`config.mk`:
```
export PLATFORM = sky130hd
export DESIGN_NAME = msi_ctrl
export DESIGN_NICKNAME = d
export VERILOG_FILES = /design/src/rtl/msi_pkg.sv /design/src/rtl/msi_lookup.sv /design/src/rtl/msi_snoop_line.sv /design/src/rtl/msi_ctrl.sv
export SDC_FILE = /design/constraint.sdc
export NUM_CORES = 1
export LEC_CHECK = 0
export ABC_AREA = 1
export BUFFER_PORTS_ARGS = -buffer_cell sky130_fd_sc_hd__buf_2
export CORE_MARGIN = 2
export CORE_UTILIZATION = 60
export DETAILED_ROUTE_END_ITERATION = 8
export PLACE_DENSITY = 0.84
export RECOVER_POWER = 50
export SLEW_MARGIN = 20
export SYNTH_ARGS = -nofsm -noshare
export SYNTH_HDL_FRONTEND = slang
export SYNTH_SLANG_ARGS = --single-unit
```
`constraint.sdc`:
```
create_clock -name clk -period 3.35 [get_ports clk]
set_input_delay 0.8375 -clock clk [delete_from_list [all_inputs] [get_ports clk]]
set_output_delay 0.8375 -clock clk [all_outputs]
set_load 0.01 [all_outputs]
```
`src/rtl/msi_pkg.sv`:
```
package msi_pkg;

    typedef enum logic [1:0] {
        LINE_INV = 2'd0,
        LINE_SHD = 2'd1,
        LINE_MOD = 2'd2
    } line_st_e;

    typedef enum logic [1:0] {
        CMD_NONE = 2'd0,
        CMD_RD   = 2'd1,
        CMD_RDX  = 2'd2,
        CMD_WB   = 2'd3
    } bus_cmd_e;

    typedef enum logic [1:0] {
        CTL_IDLE  = 2'd0,
        CTL_EVICT = 2'd1,
        CTL_FILL  = 2'd2
    } ctl_e;

endpackage

```
`src/rtl/msi_lookup.sv`:
```
module msi_lookup
    import msi_pkg::*;
#(
    parameter int TAG_W = 6
) (
    input  logic [1:0]       line_st,
    input  logic [TAG_W-1:0] line_tag,
    input  logic [TAG_W-1:0] req_tag,
    output logic             hit,
    output logic             owned,
    output logic             dirty_victim
);
    logic tag_eq;

    always_comb begin
        tag_eq       = (line_tag == req_tag);
        hit          = (line_st != LINE_INV) && tag_eq;
        owned        = (line_st == LINE_MOD);
        dirty_victim = owned && !tag_eq;
    end
endmodule

```
`src/rtl/msi_snoop_line.sv`:
```
module msi_snoop_line
    import msi_pkg::*;
#(
    parameter int TAG_W = 6
) (
    input  logic             snp_valid,
    input  logic [1:0]       snp_cmd,
    input  logic [TAG_W-1:0] snp_tag,
    input  logic             set_sel,
    input  logic [1:0]       line_st,
    input  logic [TAG_W-1:0] line_tag,
    output logic [1:0]       nxt_st,
    output logic             flush
);
    logic hit;

    always_comb begin
        hit    = snp_valid && set_sel && (line_st != LINE_INV) && (line_tag == snp_tag);
        nxt_st = line_st;
        flush  = 1'b0;
        if (hit) begin
            case (snp_cmd)
                CMD_RD: begin
                    if (line_st == LINE_MOD) begin
                        nxt_st = LINE_SHD;
                        flush  = 1'b1;
                    end
                end
                CMD_RDX: begin
                    nxt_st = LINE_INV;
                    flush  = (line_st == LINE_MOD);
                end
                default: ;
            endcase
        end
    end
endmodule

```
`src/rtl/msi_ctrl.sv`:
```
module msi_ctrl
    import msi_pkg::*;
#(
    parameter int ADDR_W = 8,
    parameter int DATA_W = 8,
    parameter int SETS   = 4
) (
    input  logic              clk,
    input  logic              rst_n,
    input  logic              cpu_req,
    input  logic              cpu_we,
    input  logic [ADDR_W-1:0] cpu_addr,
    input  logic [DATA_W-1:0] cpu_wdata,
    output logic              cpu_done,
    output logic [DATA_W-1:0] cpu_rdata,
    output logic              bus_req,
    output logic [1:0]        bus_cmd,
    output logic [ADDR_W-1:0] bus_addr,
    output logic [DATA_W-1:0] bus_wdata,
    input  logic              bus_gnt,
    input  logic              bus_ready,
    input  logic [DATA_W-1:0] bus_rdata,
    input  logic              snp_valid,
    input  logic [1:0]        snp_cmd,
    input  logic [ADDR_W-1:0] snp_addr,
    output logic              flush_valid,
    output logic [DATA_W-1:0] flush_data
);
    localparam int IDX_W = (SETS > 1) ? $clog2(SETS) : 1;
    localparam int TAG_W = ADDR_W - IDX_W;

    typedef struct packed {
        ctl_e                          ctl;
        logic [SETS-1:0][1:0]          st;
        logic [SETS-1:0][TAG_W-1:0]    tag;
        logic [SETS-1:0][DATA_W-1:0]   dat;
        logic                          req_we;
        logic [ADDR_W-1:0]             req_addr;
        logic [DATA_W-1:0]             req_wdata;
        logic                          done;
        logic [DATA_W-1:0]             rdata;
        logic                          flush;
        logic [DATA_W-1:0]             flush_dat;
    } ctl_regs_t;

    ctl_regs_t r_d, r_q;

    logic [IDX_W-1:0] cpu_idx, req_idx, snp_idx;
    logic [TAG_W-1:0] cpu_tag, req_tag, snp_tag;
    logic             lk_hit, lk_owned, lk_dirty_victim;
    logic [SETS-1:0][1:0] snp_st;
    logic [SETS-1:0]      snp_flush;
    logic             victim_dirty;
    logic             bus_go;

    assign cpu_idx = cpu_addr[IDX_W-1:0];
    assign cpu_tag = cpu_addr[ADDR_W-1:IDX_W];
    assign req_idx = r_q.req_addr[IDX_W-1:0];
    assign req_tag = r_q.req_addr[ADDR_W-1:IDX_W];
    assign snp_idx = snp_addr[IDX_W-1:0];
    assign snp_tag = snp_addr[ADDR_W-1:IDX_W];

    msi_lookup #(.TAG_W(TAG_W)) u_lookup (
        .line_st      (r_q.st[cpu_idx]),
        .line_tag     (r_q.tag[cpu_idx]),
        .req_tag      (cpu_tag),
        .hit          (lk_hit),
        .owned        (lk_owned),
        .dirty_victim (lk_dirty_victim)
    );

    for (genvar g = 0; g < SETS; g++) begin : g_snoop
        msi_snoop_line #(.TAG_W(TAG_W)) u_snoop (
            .snp_valid (snp_valid),
            .snp_cmd   (snp_cmd),
            .snp_tag   (snp_tag),
            .set_sel   (snp_idx == IDX_W'(g)),
            .line_st   (r_q.st[g]),
            .line_tag  (r_q.tag[g]),
            .nxt_st    (snp_st[g]),
            .flush     (snp_flush[g])
        );
    end

    // Bus side outputs depend only on registered state.
    always_comb begin
        victim_dirty = (r_q.st[req_idx] == LINE_MOD);
        bus_req      = 1'b0;
        bus_cmd      = CMD_NONE;
        bus_addr     = r_q.req_addr;
        bus_wdata    = r_q.dat[req_idx];
        case (r_q.ctl)
            CTL_EVICT: begin
                bus_req  = victim_dirty;
                bus_cmd  = CMD_WB;
                bus_addr = {r_q.tag[req_idx], req_idx};
            end
            CTL_FILL: begin
                bus_req = 1'b1;
                bus_cmd = r_q.req_we ? CMD_RDX : CMD_RD;
            end
            default: ;
        endcase
        bus_go = bus_req && bus_gnt && bus_ready;
    end

    always_comb begin
        r_d           = r_q;
        r_d.done      = 1'b0;
        r_d.flush     = |snp_flush;
        r_d.flush_dat = r_q.dat[snp_idx];
        r_d.st        = snp_st;

        case (r_q.ctl)
            CTL_IDLE: begin
                if (cpu_req && !snp_valid && !r_q.done) begin
                    r_d.req_we    = cpu_we;
                    r_d.req_addr  = cpu_addr;
                    r_d.req_wdata = cpu_wdata;
                    if (lk_hit && !cpu_we) begin
                        r_d.done  = 1'b1;
                        r_d.rdata = r_q.dat[cpu_idx];
                    end else if (lk_hit && lk_owned) begin
                        r_d.dat[cpu_idx] = cpu_wdata;
                        r_d.done         = 1'b1;
                    end else if (lk_dirty_victim) begin
                        r_d.ctl = CTL_EVICT;
                    end else begin
                        r_d.ctl = CTL_FILL;
                    end
                end
            end
            CTL_EVICT: begin
                if (!victim_dirty) begin
                    r_d.ctl = CTL_FILL;
                end else if (bus_go) begin
                    r_d.st[req_idx] = LINE_INV;
                    r_d.ctl         = CTL_FILL;
                end
            end
            CTL_FILL: begin
                if (bus_go) begin
                    r_d.st[req_idx]  = r_q.req_we ? LINE_MOD : LINE_SHD;
                    r_d.tag[req_idx] = req_tag;
                    r_d.dat[req_idx] = r_q.req_we ? r_q.req_wdata : bus_rdata;
                    r_d.rdata        = bus_rdata;
                    r_d.done         = 1'b1;
                    r_d.ctl          = CTL_IDLE;
                end
            end
            default: r_d.ctl = CTL_IDLE;
        endcase
    end

    always_ff @(posedge clk or negedge rst_n) begin
        if (!rst_n) begin
            r_q <= '0;
        end else begin
            r_q <= r_d;
        end
    end

    assign cpu_done    = r_q.done;
    assign cpu_rdata   = r_q.rdata;
    assign flush_valid = r_q.flush;
    assign flush_data  = r_q.flush_dat;

endmodule

```
==> impl_metrics.ini <==
[timing]
tns_ns = 0
final_hold_viol_count = 0
worst-slew-pin-transition_ns = 1.31
rsz0062_at_grt = false
period_needed_ns = 3.02
finalWorstSetupSlack_ns = 0.332
fmax_mhz = 331
clock_skew_ns = 0.0102
slew_violations = 0
setup_viol = 0
fin_crit_sh = 0.901
slew_headroom = 0.126

[cells_and_area]
ff_latch_area_sq_um = 2530
multiInputGateArea_sq_um = 3410
fin_cells = 1092
fin_nets = 993
area_delta_synth_final_pct = 8.90
nFillCells = 955
stdcell_area_sq_um = 7240
drive_above_1_share = 0.144
post-route-util = 0.668
antennaDiodeCount = 0

[global_route]
grt_usage = 0.357
grt_pass1_vias = 6131
grt_max_degree = 54
overflow = 0
grt_pass1_wl_microns = 32100
antenna_found_initial = 0

[flow_run]
drv_cap = 0

[pwr]
sw_frac_of_total = 0.469
p_switching_mw = 2.51
cellLeakagePower_nw = 3.63
p_seq_frac = 0.368
power_density_nw_per_um2 = 739
pwr-share-comb = 0.447
pwr-share-clk = 0.185
p_int_mw = 2.84
ir_worst_vdd_mv = 0.429

[outcome]
status = finished clean

[logic_synthesis]
synth_top_family_by_area = simple AND/OR/NAND/NOR gates
syn_area_sq_um = 6650
synth-simple-area-share = 0.282
synth-xor-area-share = 0.0171
ys_seq_area_frac = 0.380
syn_nets = 939
synthArstFlopShare = 1.00
ys.flop_type = dfrtp_1
yosysWarnings = 0
synth-adder-area-share = 0.00941
synth_cell_types = 48
synth.avg_cell_area_sq_um = 7.44
syn_inst = 893
synth_edf_count = 0
synth_mux_area_frac = 0.0120
synth_seq_cells = 101
synth_compound_area_frac = 0.192

[critical_path]
crit_path_end_kind = output port
crit_type = reg -> out
arrival_ns = 2.18
cp_max_fo = 10
cp-start-kind = flip-flop
cp.required_ns = 2.51

[detailed_routing]
wl_met1_microns = 8520
route.detailed.drc = 0
drt_iter0_markers = 859
top_layer_used = met4
wl_met2_microns = 8480
totalWireLength_microns = 20300
vias_per_cell = 6.16
ant_nets = 0
vias = 6730
dr_wl_met3_microns = 2720
dr.pass1.iters = 8
wl_per_cell_microns = 18.5

[die]
die_area_sq_um = 11900
die_h_microns = 109
num_io_pins = 78
start_util = 0.613
die_w_microns = 109
core_sq_um = 10800
rows = 38

[place]
post-place-ws_ns = 0.215
gp_congestion = 1.01
placed_area_sq_um = 7020
dp_cells = 1076
hpwl_microns = 15100
io_buffers = 77

[min_path]
hold_class = reg -> reg

[clocking]
ctsResizeCount = 0
cts_sinks = 101
cts_root_buffer = clkbuf_8
h-tree-depth = 3
cts_setup_buffers = 0
clock_latency_ns = 0.40
cts_tree = yes
clock_path_buffers = 2
cts_buffers = 9
path_clk_slew_ns = 0.10
cts-hold-fix-buffers = 0
[cell families (layout without fill, tap and decap cells)]
family,count (synthesis),count (layout)
AND/OR/NAND/NOR,416,416
AO/OA/AOI/OAI,196,196
buffers and inverters,154,213
flip-flops,101,101
XOR/XNOR,13,13
multiplexers,8,8
adder cells (fa/ha/maj),5,5
[layout make-up]
class                   instances  share of cell area
multi-input cells             638               0.471
flip-flops and latches        101               0.349
repair buffers                 93              0.0671
inverters                     104              0.0543
well taps                     140              0.0242
clock inverters                 7              0.0176
clock buffers                   9              0.0171
[critical path, stage by stage (launching register included)]
cell	delay [ns]
dfrtp_1	0.46
nor2_2	0.53
inv_1	0.29
o22ai_1	0.18
o21ai_0	0.11
nand2_1	0.08
buf_2	0.12
[synth_stat cells, types with 5 or more instances]
cell	count	area, sq um
dfrtp_1	101	2530
ha_1	5	62.6
mux2i_1	8	80.1
nor3_1	9	45.0
o221ai_1	16	140
clkbuf_1	19	71.3
xor2_1	12	105
nand2_1	272	1020
clkinv_1	5	18.8
buf_4	21	158
nand2_2	6	37.5
o21ai_0	56	280
nand3_1	28	140
a221oi_1	8	70.1
inv_2	6	22.5
a21oi_1	23	115
o22ai_1	49	307
a22oi_1	17	128
buf_6	7	78.8
inv_1	92	345
nand4_1	40	250
nor2_1	42	158
o21ai_2	8	70.1
[layout by cell type (no fill, tap or decap), types with 2 or more instances in the layout]
cell / instances
o21ai_0: 56
nor3_1: 9
a41oi_1: 2
o211ai_1: 2
inv_1: 92
inv_2: 6
a31oi_1: 3
inv_6: 3
clkbuf_8: 9
a22oi_2: 4
nand2_1: 272
a22oi_1: 17
o22ai_1: 49
clkbuf_1: 12
xor2_1: 12
bufinv_16: 3
buf_2: 65
clkinv_1: 5
dfrtp_1: 101
nand4_1: 40
nand3_4: 4
a21oi_1: 23
o21bai_1: 3
nand2_2: 6
buf_4: 14
nor2_2: 4
o221ai_1: 16
a221oi_1: 8
o21ai_2: 8
nor4_1: 3
clkbuf_2: 2
nand3_1: 28
nor2_1: 42
mux2i_1: 8
ha_1: 5
[routing by layer]
layer | up-vias | global-route usage
met5 | - | 0
met4 | 0 | 0.127
met3 | 56 | 0.117
met2 | 467 | 0.514
met1 | 3061 | 0.503
li1 | 3146 | -
[stage by stage]
stage / power [mW] / hold slack, ns
floorplan: 3.64 / 0.442
global placement: 4.25 / 0.455
detailed placement: 4.30 / 0.466
CTS: 5.29 / 0.491
global route: 5.69 / 0.508
finish: 5.35 / 0.488
[flip-flops by register name, summed over array words and instances, names as in the netlist]
signal,cells
cpu_rdata,8
flush_valid,1
r_q,83
flush_data,8
cpu_done,1
[power groups by stage]
stage | Sequential, mW | Clock [mW] | Combinational, mW
global placement | 1.96 | 0 | 2.29
floorplan | 1.85 | 0 | 1.79
finish | 1.97 | 0.992 | 2.39
global route | 2.01 | 1.05 | 2.63
CTS | 1.94 | 0.998 | 2.35
detailed placement | 1.96 | 0 | 2.34
[worst paths after layout]
path                         start           end  slack (ns)  cells after the start
min                        r_q[61]       r_q[61]        0.49                      2
max in group asynchronous    rst_n  cpu_rdata[4]        1.14                      2
min reg2reg                r_q[61]       r_q[61]        0.49                      2
max                        r_q[27]   bus_addr[4]        0.33                      6
min in group asynchronous    rst_n       r_q[30]        0.71                      1
max reg2reg                r_q[99]       r_q[64]        0.67                      8
No activity file was read; power rests on OpenSTA's default activity.
